[src/rtl/instdec_pkg.sv]
package instdec_pkg;

  typedef enum logic {
    FMT_REG = 1'b0,
    FMT_IMM = 1'b1
  } fmt_e;

  typedef enum logic [3:0] {
    CLS_NONE    = 4'd0,
    CLS_COPY    = 4'd1,
    CLS_LOAD    = 4'd2,
    CLS_STORE   = 4'd3,
    CLS_LITERAL = 4'd4,
    CLS_JUMP    = 4'd5,
    CLS_BRANCH  = 4'd6,
    CLS_COMPARE = 4'd7,
    CLS_ADDSUB  = 4'd8,
    CLS_BITWISE = 4'd9,
    CLS_SHIFT   = 4'd10,
    CLS_SYSTEM  = 4'd11,
    CLS_INVALID = 4'd15
  } opclass_e;

  // How one register field is constrained by an opcode
  typedef enum logic [1:0] {
    USE_ANY   = 2'd0,
    USE_REQ   = 2'd1,
    USE_EMPTY = 2'd2
  } use_e;

  typedef struct packed {
    logic     valid;
    fmt_e     fmt;
    opclass_e cls;
    use_e     use_a;
    use_e     use_b;
    use_e     use_d;
    logic     d_is_a;
    logic     zext;
    logic     is_shift;
    logic     base_in_a;
    logic     base_in_d;
    logic     is_irq;
  } rule_t;

endpackage

[src/rtl/instdec_rules.sv]
module instdec_rules
  import instdec_pkg::*;
#(
  parameter int OP_W = 6
) (
  input  logic [OP_W-1:0] op_i,
  output rule_t           rule_o
);

  rule_t r;

  always_comb begin
    r.valid     = 1'b1;
    r.fmt       = FMT_REG;
    r.cls       = CLS_INVALID;
    r.use_a     = USE_ANY;
    r.use_b     = USE_ANY;
    r.use_d     = USE_ANY;
    r.d_is_a    = 1'b0;
    r.zext      = 1'b0;
    r.is_shift  = 1'b0;
    r.base_in_a = 1'b0;
    r.base_in_d = 1'b0;
    r.is_irq    = 1'b0;
    case (op_i)
      6'h00: begin
        r.cls = CLS_NONE;
        r.use_a = USE_EMPTY; r.use_b = USE_EMPTY; r.use_d = USE_EMPTY;
      end
      6'h01, 6'h02: begin
        r.cls = CLS_COPY;
        r.use_a = USE_REQ; r.use_b = USE_EMPTY; r.use_d = USE_REQ;
      end
      6'h03, 6'h04, 6'h05, 6'h06, 6'h07: begin
        r.fmt = FMT_IMM; r.cls = CLS_LOAD;
        r.use_a = USE_REQ; r.use_d = USE_REQ; r.base_in_a = 1'b1;
      end
      6'h08, 6'h09, 6'h0A: begin
        r.fmt = FMT_IMM; r.cls = CLS_STORE;
        r.use_a = USE_REQ; r.use_d = USE_REQ; r.base_in_d = 1'b1;
      end
      6'h0B, 6'h0C: begin
        r.fmt = FMT_IMM; r.cls = CLS_LITERAL; r.zext = 1'b1;
        r.use_a = USE_EMPTY; r.use_d = USE_REQ;
      end
      6'h0D: begin
        r.fmt = FMT_IMM; r.cls = CLS_JUMP;
        r.use_a = USE_EMPTY; r.use_d = USE_REQ; r.base_in_d = 1'b1;
      end
      6'h0E, 6'h0F, 6'h10, 6'h11, 6'h12, 6'h13: begin
        r.fmt = FMT_IMM; r.cls = CLS_BRANCH;
        r.use_a = USE_EMPTY; r.use_d = USE_REQ; r.base_in_d = 1'b1;
      end
      6'h14: begin
        r.cls = CLS_COMPARE;
        r.use_a = USE_REQ; r.use_b = USE_REQ; r.use_d = USE_EMPTY;
      end
      6'h15, 6'h16: begin
        r.cls = CLS_ADDSUB; r.d_is_a = 1'b1;
        r.use_a = USE_REQ; r.use_b = USE_EMPTY; r.use_d = USE_REQ;
      end
      6'h17, 6'h18: begin
        r.cls = CLS_SHIFT; r.d_is_a = 1'b1; r.is_shift = 1'b1;
        r.use_a = USE_REQ; r.use_b = USE_ANY; r.use_d = USE_REQ;
      end
      6'h19, 6'h1A: begin
        r.cls = CLS_ADDSUB;
        r.use_a = USE_REQ; r.use_b = USE_REQ; r.use_d = USE_REQ;
      end
      6'h1D: begin
        r.cls = CLS_BITWISE;
        r.use_a = USE_REQ; r.use_b = USE_EMPTY; r.use_d = USE_REQ;
      end
      6'h1B, 6'h1C, 6'h1E, 6'h1F, 6'h20, 6'h21: begin
        r.cls = CLS_BITWISE;
        r.use_a = USE_REQ; r.use_b = USE_REQ; r.use_d = USE_REQ;
      end
      6'h22: begin
        r.fmt = FMT_IMM; r.cls = CLS_SYSTEM; r.is_irq = 1'b1;
        r.use_a = USE_EMPTY; r.use_d = USE_EMPTY;
      end
      6'h23, 6'h24: begin
        r.cls = CLS_SYSTEM;
        r.use_a = USE_EMPTY; r.use_b = USE_EMPTY; r.use_d = USE_EMPTY;
      end
      6'h25, 6'h26: begin
        r.fmt = FMT_IMM; r.cls = CLS_ADDSUB;
        r.use_a = USE_REQ; r.use_d = USE_REQ;
      end
      default: r.valid = 1'b0;
    endcase
  end

  assign rule_o = r;

endmodule

[src/rtl/instdec_fields.sv]
module instdec_fields #(
  parameter int            WORD_W = 32,
  parameter int            OP_W   = 6,
  parameter int            REG_W  = 5,
  parameter int            SH_W   = 5,
  parameter int            PAD_W  = 6,
  parameter int            IMM_W  = 16,
  parameter int            IRQ_W  = 8,
  parameter logic [REG_W-1:0] PH  = 5'h17
) (
  input  logic [WORD_W-OP_W-1:0] body_i,
  input  logic                   fmt_imm_i,
  input  logic                   zext_i,
  input  logic                   irq_i,
  output logic [REG_W-1:0]       a_o,
  output logic [REG_W-1:0]       b_o,
  output logic [REG_W-1:0]       d_o,
  output logic [SH_W-1:0]        shamt_o,
  output logic                   pad_nz_o,
  output logic [WORD_W-1:0]      imm_ext_o,
  output logic [IRQ_W-1:0]       irq_code_o
);

  localparam int BODY_W = WORD_W - OP_W;
  localparam int A_LSB  = BODY_W - REG_W;
  localparam int B_LSB  = A_LSB - REG_W;
  localparam int D_LSB  = B_LSB - REG_W;
  localparam int SH_LSB = D_LSB - SH_W;
  localparam int FILL_W = WORD_W - IMM_W;

  logic [IMM_W-1:0] imm;
  logic             fill_bit;

  assign imm      = body_i[IMM_W-1:0];
  assign fill_bit = imm[IMM_W-1] & ~zext_i;

  always_comb begin
    a_o = body_i[A_LSB +: REG_W];
    if (fmt_imm_i) begin
      b_o       = PH;
      d_o       = body_i[B_LSB +: REG_W];
      shamt_o   = '0;
      pad_nz_o  = 1'b0;
      imm_ext_o = {{FILL_W{fill_bit}}, imm};
    end else begin
      b_o       = body_i[B_LSB +: REG_W];
      d_o       = body_i[D_LSB +: REG_W];
      shamt_o   = body_i[SH_LSB +: SH_W];
      pad_nz_o  = |body_i[PAD_W-1:0];
      imm_ext_o = '0;
    end
    irq_code_o = irq_i ? imm[IRQ_W-1:0] : '0;
  end

endmodule

[src/rtl/instdec_check.sv]
module instdec_check
  import instdec_pkg::*;
#(
  parameter int               REG_W = 5,
  parameter int               SH_W  = 5,
  parameter logic [REG_W-1:0] PH    = 5'h17
) (
  input  logic             valid_i,
  input  use_e             use_a_i,
  input  use_e             use_b_i,
  input  use_e             use_d_i,
  input  logic             d_is_a_i,
  input  logic             is_shift_i,
  input  logic             base_in_a_i,
  input  logic             base_in_d_i,
  input  logic [REG_W-1:0] a_i,
  input  logic [REG_W-1:0] b_i,
  input  logic [REG_W-1:0] d_i,
  input  logic [SH_W-1:0]  shamt_i,
  input  logic             pad_nz_i,
  output logic             illegal_o,
  output logic             cnt_reg_o,
  output logic             cnt_lit_o,
  output logic [REG_W-1:0] base_o
);

  localparam int NFIELD = 3;

  logic [REG_W-1:0] fval [NFIELD];
  use_e             fuse [NFIELD];
  logic [NFIELD-1:0] fbad;

  assign fval[0] = a_i;  assign fuse[0] = use_a_i;
  assign fval[1] = b_i;  assign fuse[1] = use_b_i;
  assign fval[2] = d_i;  assign fuse[2] = use_d_i;

  // One placeholder rule per register field
  for (genvar i = 0; i < NFIELD; i++) begin : g_field
    assign fbad[i] = ((fuse[i] == USE_REQ)   && (fval[i] == PH)) ||
                     ((fuse[i] == USE_EMPTY) && (fval[i] != PH));
  end

  logic shamt_nz, mirror_bad;

  assign shamt_nz   = |shamt_i;
  assign mirror_bad = d_is_a_i && (d_i != a_i);
  assign cnt_lit_o  = is_shift_i && (b_i == PH);
  assign cnt_reg_o  = is_shift_i && (b_i != PH);

  assign illegal_o = !valid_i || (|fbad) || mirror_bad || pad_nz_i ||
                     (!is_shift_i && shamt_nz) || (cnt_reg_o && shamt_nz);

  assign base_o = base_in_a_i ? a_i : (base_in_d_i ? d_i : PH);

  always_comb begin
    p_count_src_r8: assert ($onehot0({cnt_reg_o, cnt_lit_o}))
      else $error("count source flags both set");
    if (!illegal_o && cnt_reg_o)
      p_reg_count_clean_r8: assert (!shamt_nz)
        else $error("register count accepted with literal count");
  end

endmodule

[src/rtl/instr_decoder.sv]
module instr_decoder
  import instdec_pkg::*;
#(
  parameter int               WORD_W = 32,
  parameter int               OP_W   = 6,
  parameter int               REG_W  = 5,
  parameter int               SH_W   = 5,
  parameter int               PAD_W  = 6,
  parameter int               IMM_W  = 16,
  parameter int               IRQ_W  = 8,
  parameter logic [REG_W-1:0] PH     = 5'h17,
  parameter int               N_DEF  = 39
) (
  input  logic [WORD_W-1:0] instr_i,
  output logic              fmt_imm_o,
  output logic [3:0]        op_class_o,
  output logic              illegal_o,
  output logic [REG_W-1:0]  src_a_o,
  output logic [REG_W-1:0]  src_b_o,
  output logic [REG_W-1:0]  dst_o,
  output logic [REG_W-1:0]  base_o,
  output logic [SH_W-1:0]   shamt_o,
  output logic              count_from_reg_o,
  output logic              count_from_lit_o,
  output logic [WORD_W-1:0] imm_ext_o,
  output logic [IRQ_W-1:0]  irq_code_o
);

  localparam logic [OP_W-1:0] FIRST_RES = OP_W'(N_DEF);
  localparam int              FILL_W    = WORD_W - IMM_W;

  logic [OP_W-1:0] opcode;
  rule_t           rule;
  logic            pad_nz;

  assign opcode = instr_i[WORD_W-1 -: OP_W];

  instdec_rules #(.OP_W(OP_W)) u_rules (
    .op_i   (opcode),
    .rule_o (rule)
  );

  instdec_fields #(
    .WORD_W(WORD_W), .OP_W(OP_W), .REG_W(REG_W), .SH_W(SH_W),
    .PAD_W(PAD_W), .IMM_W(IMM_W), .IRQ_W(IRQ_W), .PH(PH)
  ) u_fields (
    .body_i     (instr_i[WORD_W-OP_W-1:0]),
    .fmt_imm_i  (rule.fmt == FMT_IMM),
    .zext_i     (rule.zext),
    .irq_i      (rule.is_irq),
    .a_o        (src_a_o),
    .b_o        (src_b_o),
    .d_o        (dst_o),
    .shamt_o    (shamt_o),
    .pad_nz_o   (pad_nz),
    .imm_ext_o  (imm_ext_o),
    .irq_code_o (irq_code_o)
  );

  instdec_check #(.REG_W(REG_W), .SH_W(SH_W), .PH(PH)) u_check (
    .valid_i     (rule.valid),
    .use_a_i     (rule.use_a),
    .use_b_i     (rule.use_b),
    .use_d_i     (rule.use_d),
    .d_is_a_i    (rule.d_is_a),
    .is_shift_i  (rule.is_shift),
    .base_in_a_i (rule.base_in_a),
    .base_in_d_i (rule.base_in_d),
    .a_i         (src_a_o),
    .b_i         (src_b_o),
    .d_i         (dst_o),
    .shamt_i     (shamt_o),
    .pad_nz_i    (pad_nz),
    .illegal_o   (illegal_o),
    .cnt_reg_o   (count_from_reg_o),
    .cnt_lit_o   (count_from_lit_o),
    .base_o      (base_o)
  );

  assign fmt_imm_o  = (rule.fmt == FMT_IMM);
  assign op_class_o = rule.cls;

  always_comb begin
    if (opcode >= FIRST_RES)
      p_reserved_illegal_r5: assert (illegal_o && op_class_o == 4'd15)
        else $error("reserved opcode accepted");
    if (!fmt_imm_o)
      p_reg_layout_no_imm_r3: assert (imm_ext_o == '0)
        else $error("immediate leaked in register layout");
    if (fmt_imm_o && rule.zext)
      p_zero_fill_r3: assert (imm_ext_o[WORD_W-1 -: FILL_W] == '0)
        else $error("literal immediate not zero filled");
    if (!rule.is_irq)
      p_irq_quiet_r12: assert (irq_code_o == '0)
        else $error("interrupt code outside interrupt opcode");
    if (fmt_imm_o)
      p_imm_no_shamt_r1: assert (shamt_o == '0 && src_b_o == PH)
        else $error("register-layout fields in immediate layout");
  end

endmodule

[config.mk]
export PLATFORM = sky130hd
export DESIGN_NAME = instr_decoder
export DESIGN_NICKNAME = d
export VERILOG_FILES = /design/src/rtl/instdec_pkg.sv /design/src/rtl/instdec_rules.sv /design/src/rtl/instdec_fields.sv /design/src/rtl/instdec_check.sv /design/src/rtl/instr_decoder.sv
export SDC_FILE = /design/constraint.sdc
export NUM_CORES = 1
export LEC_CHECK = 0
export ABC_AREA = 0
export BUFFER_PORTS_ARGS = -buffer_cell sky130_fd_sc_hd__buf_2
export CAP_MARGIN = 30
export CORE_ASPECT_RATIO = 0.9
export CORE_UTILIZATION = 30
export DETAILED_ROUTE_END_ITERATION = 12
export GPL_TIMING_DRIVEN = 0
export PLACE_DENSITY = 0.73
export SYNTH_ARGS = -nofsm -noshare
export SYNTH_HDL_FRONTEND = slang
export SYNTH_HIERARCHICAL = 1
export SYNTH_SLANG_ARGS = --single-unit
[constraint.sdc]
create_clock -name vclk -period 6.9
set_input_delay 0.345 -clock vclk [all_inputs]
set_output_delay 0.345 -clock vclk [all_outputs]
set_load 0.005 [all_outputs]
==> reports/results.ini <==
[run_status]
outcome = finished, final reports clean

[worst_setup_path]
crit_family = compound AO/OA/AOI/OAI gates
endpoint_kind = output pin
slowest_stage = o32ai_1
crit_type = input port to output pin
cp_common_cell = buf_2
path_cells = buf_2 > buf_2 > buf_2 > nand2b_1 > o32ai_1 > buf_6 > mux2_4 > xnor2_1 > nand3_1 > o31ai_4 > nand4b_1 > or3_1 > buf_2
worstPathArrival_ns = 3.52
cp.required_ns = 6.55
crit_path_start_kind = input port
cp_slowest_stage_delay_ns = 0.73
crit_start = instr_i[31]
cp_num_buf_inv = 5
cp_max_fo = 10

[global_route]
overflow = 0
grt_pass1_wl_um = 7493
grt_pass1_vias = 1655
antenna_found_initial = 0
grt_max_degree = 17
track_usage_pct = 16.97

[synth]
synth_warnings = 6
yosysTopAreaCell = buf_4
yosys-top-cells-area = buf_4 12%, and2_1 7.6%, nor2b_1 7.6%, a21oi_1 6.7%, mux2_4 4.0%
syn_area_per_cell_um2 = 6.554
synth.distinct_cells = 55
syn_nets = 259
synth_top_area_share_pct = 12.11
netlist_instances = 227
synth_area_um2 = 1488
yosysSeqAreaShare_pct = 0

[placement]
portBuffers = 99
dpl.hpwl_um = 3945
dpl_cell_area_um2 = 2061
gp_congestion = 0.9393

[die]
pin_count = 105
die_w_um = 76.23
core.rowCount = 23
core-area_um2 = 4604
start_util_pct = 32.31
die_y_um = 68.81
dieArea_um2 = 5245

[clocking]
post_cts_resized = 0
postCtsSetupBuffers = 0
cts-hold-fix-buffers = 0

[final_layout]
fin_nets = 360
multiInputGateArea_um2 = 1189
num_antenna_cells = 0
final_common_cell = buf_2
syn2layout_area_growth_pct = 38.52
design_area_um2 = 2061
layout_common_cells = 105 x buf_2, 24 x buf_4, 20 x a21oi_1, 18 x and2_1, 18 x nor2b_1
seq_cells = 0
ff_latch_area_um2 = 0
fillers = 496
clockBufferCount = 0
layout-drive-gt1-share_pct = 47.85

[timing]
setup_tns_ns = 0
rsz0062_at_grt = no
max_slew_margin_pct = 36.69
max_slew.worst_pin.slew_ns = 0.9476
fin_crit_ns = 3.865
fin_crit_sh_pct = 56.01
setup_viol = 0
finalHoldViolCount = 0
finalMaxSlewViolations = 0
clock.fmax_mhz = 258.7

[routing]
drc_errors = 0
wirelength_um = 4837
ant_nets = 0
post_drt_wl_per_cell_um = 12.47
dr.pass1.iters = 5
drt_iter0_markers = 149
routed-via-count = 1927
vias_per_cell = 4.966

[min_path]
hold_depth = 2
hold_start = instr_i[22]
holdPathEnd = src_a_o[1]
hp-class = input port to output pin

[power_and_ir_drop]
power_density_nw_per_um2 = 65.84
ir_worst_vdd_v = 0.00003538
p_leak_nw = 1.068
power_w = 0.0001357

[run]
maxCapViolations = 0

==> kinds of logic (layout without fill, tap and decap cells) <==
logic type	count (synthesis)	count (layout)	synth area share [%]
compound gates	59	59	26.92
mux	7	7	6.140
simple gates	107	107	42.73
buf+inv	47	146	20.10
xor+xnor	7	7	4.121
==> stage by stage <==
stage	hold WS (ns)	setup WS, ns	utilization (%)	instances
CTS	0.8870	3.050	44.76	388
finish	0.8849	3.035	44.76	388
detailed placement	0.8870	3.068	44.76	388
floorplan	0.7808	3.681	-	227
global placement	0.8862	3.099	44.76	388
global route	0.8971	2.829	44.76	388
==> cell usage after synthesis, types with 2 or more instances <==
cell	count
nor3b_1	3
buf_6	3
o32ai_1	3
a211o_1	2
mux2_4	4
xnor2_1	3
o22ai_1	2
and2_1	18
nand3b_1	2
a32oi_1	2
and2_2	7
or3_1	2
xor2_1	4
nor2_1	11
mux2i_1	2
buf_1	2
nand2b_1	9
buf_2	6
clkbuf_1	2
nand3_1	6
a21oi_1	20
buf_4	24
inv_1	8
nand2_1	12
a31oi_1	3
nor2b_1	18
nor3_1	3
or2_2	6
o21ai_0	10
nor4_1	2
clkbuf_2	2
o21a_1	3
==> where the power goes <==
part	switching [W]	total (W)	internal [W]
Combinational	0.0000685	0.000136	0.0000672
Sequential	0	0	0
Clock	0	0	0
==> metal layers <==
| layer | vias to the layer above | global-route usage [%] | share of wire, % |
|---|---|---|---|
| li1 | 979 | - | - |
| met1 | 847 | 23.88 | 44 |
| met2 | 99 | 29.95 | 47 |
| met3 | 2 | 0.6579 | 8.4 |
| met4 | 0 | 1.683 | 0.29 |
| met5 | - | 0 | 0 |
==> worst max-delay path by stage <==
stage | depth (start not counted) | end | slack, ns
after global placement | 13 | illegal_o | 3.10
after floorplan | 11 | illegal_o | 3.68
final | 13 | illegal_o | 3.04
after detailed placement | 13 | illegal_o | 3.07
after global routing | 12 | illegal_o | 2.83
after CTS | 13 | illegal_o | 3.05
==> cell type report <==
class | count | area share (%)
Timing Repair Buffer | 99 | 24.04
Buffer | 39 | 13.05
Inverter | 8 | 1.457
Multi-Input combinational cell | 180 | 57.68
Tap cell | 62 | 3.764
Power figures use the tool's default switching activity.
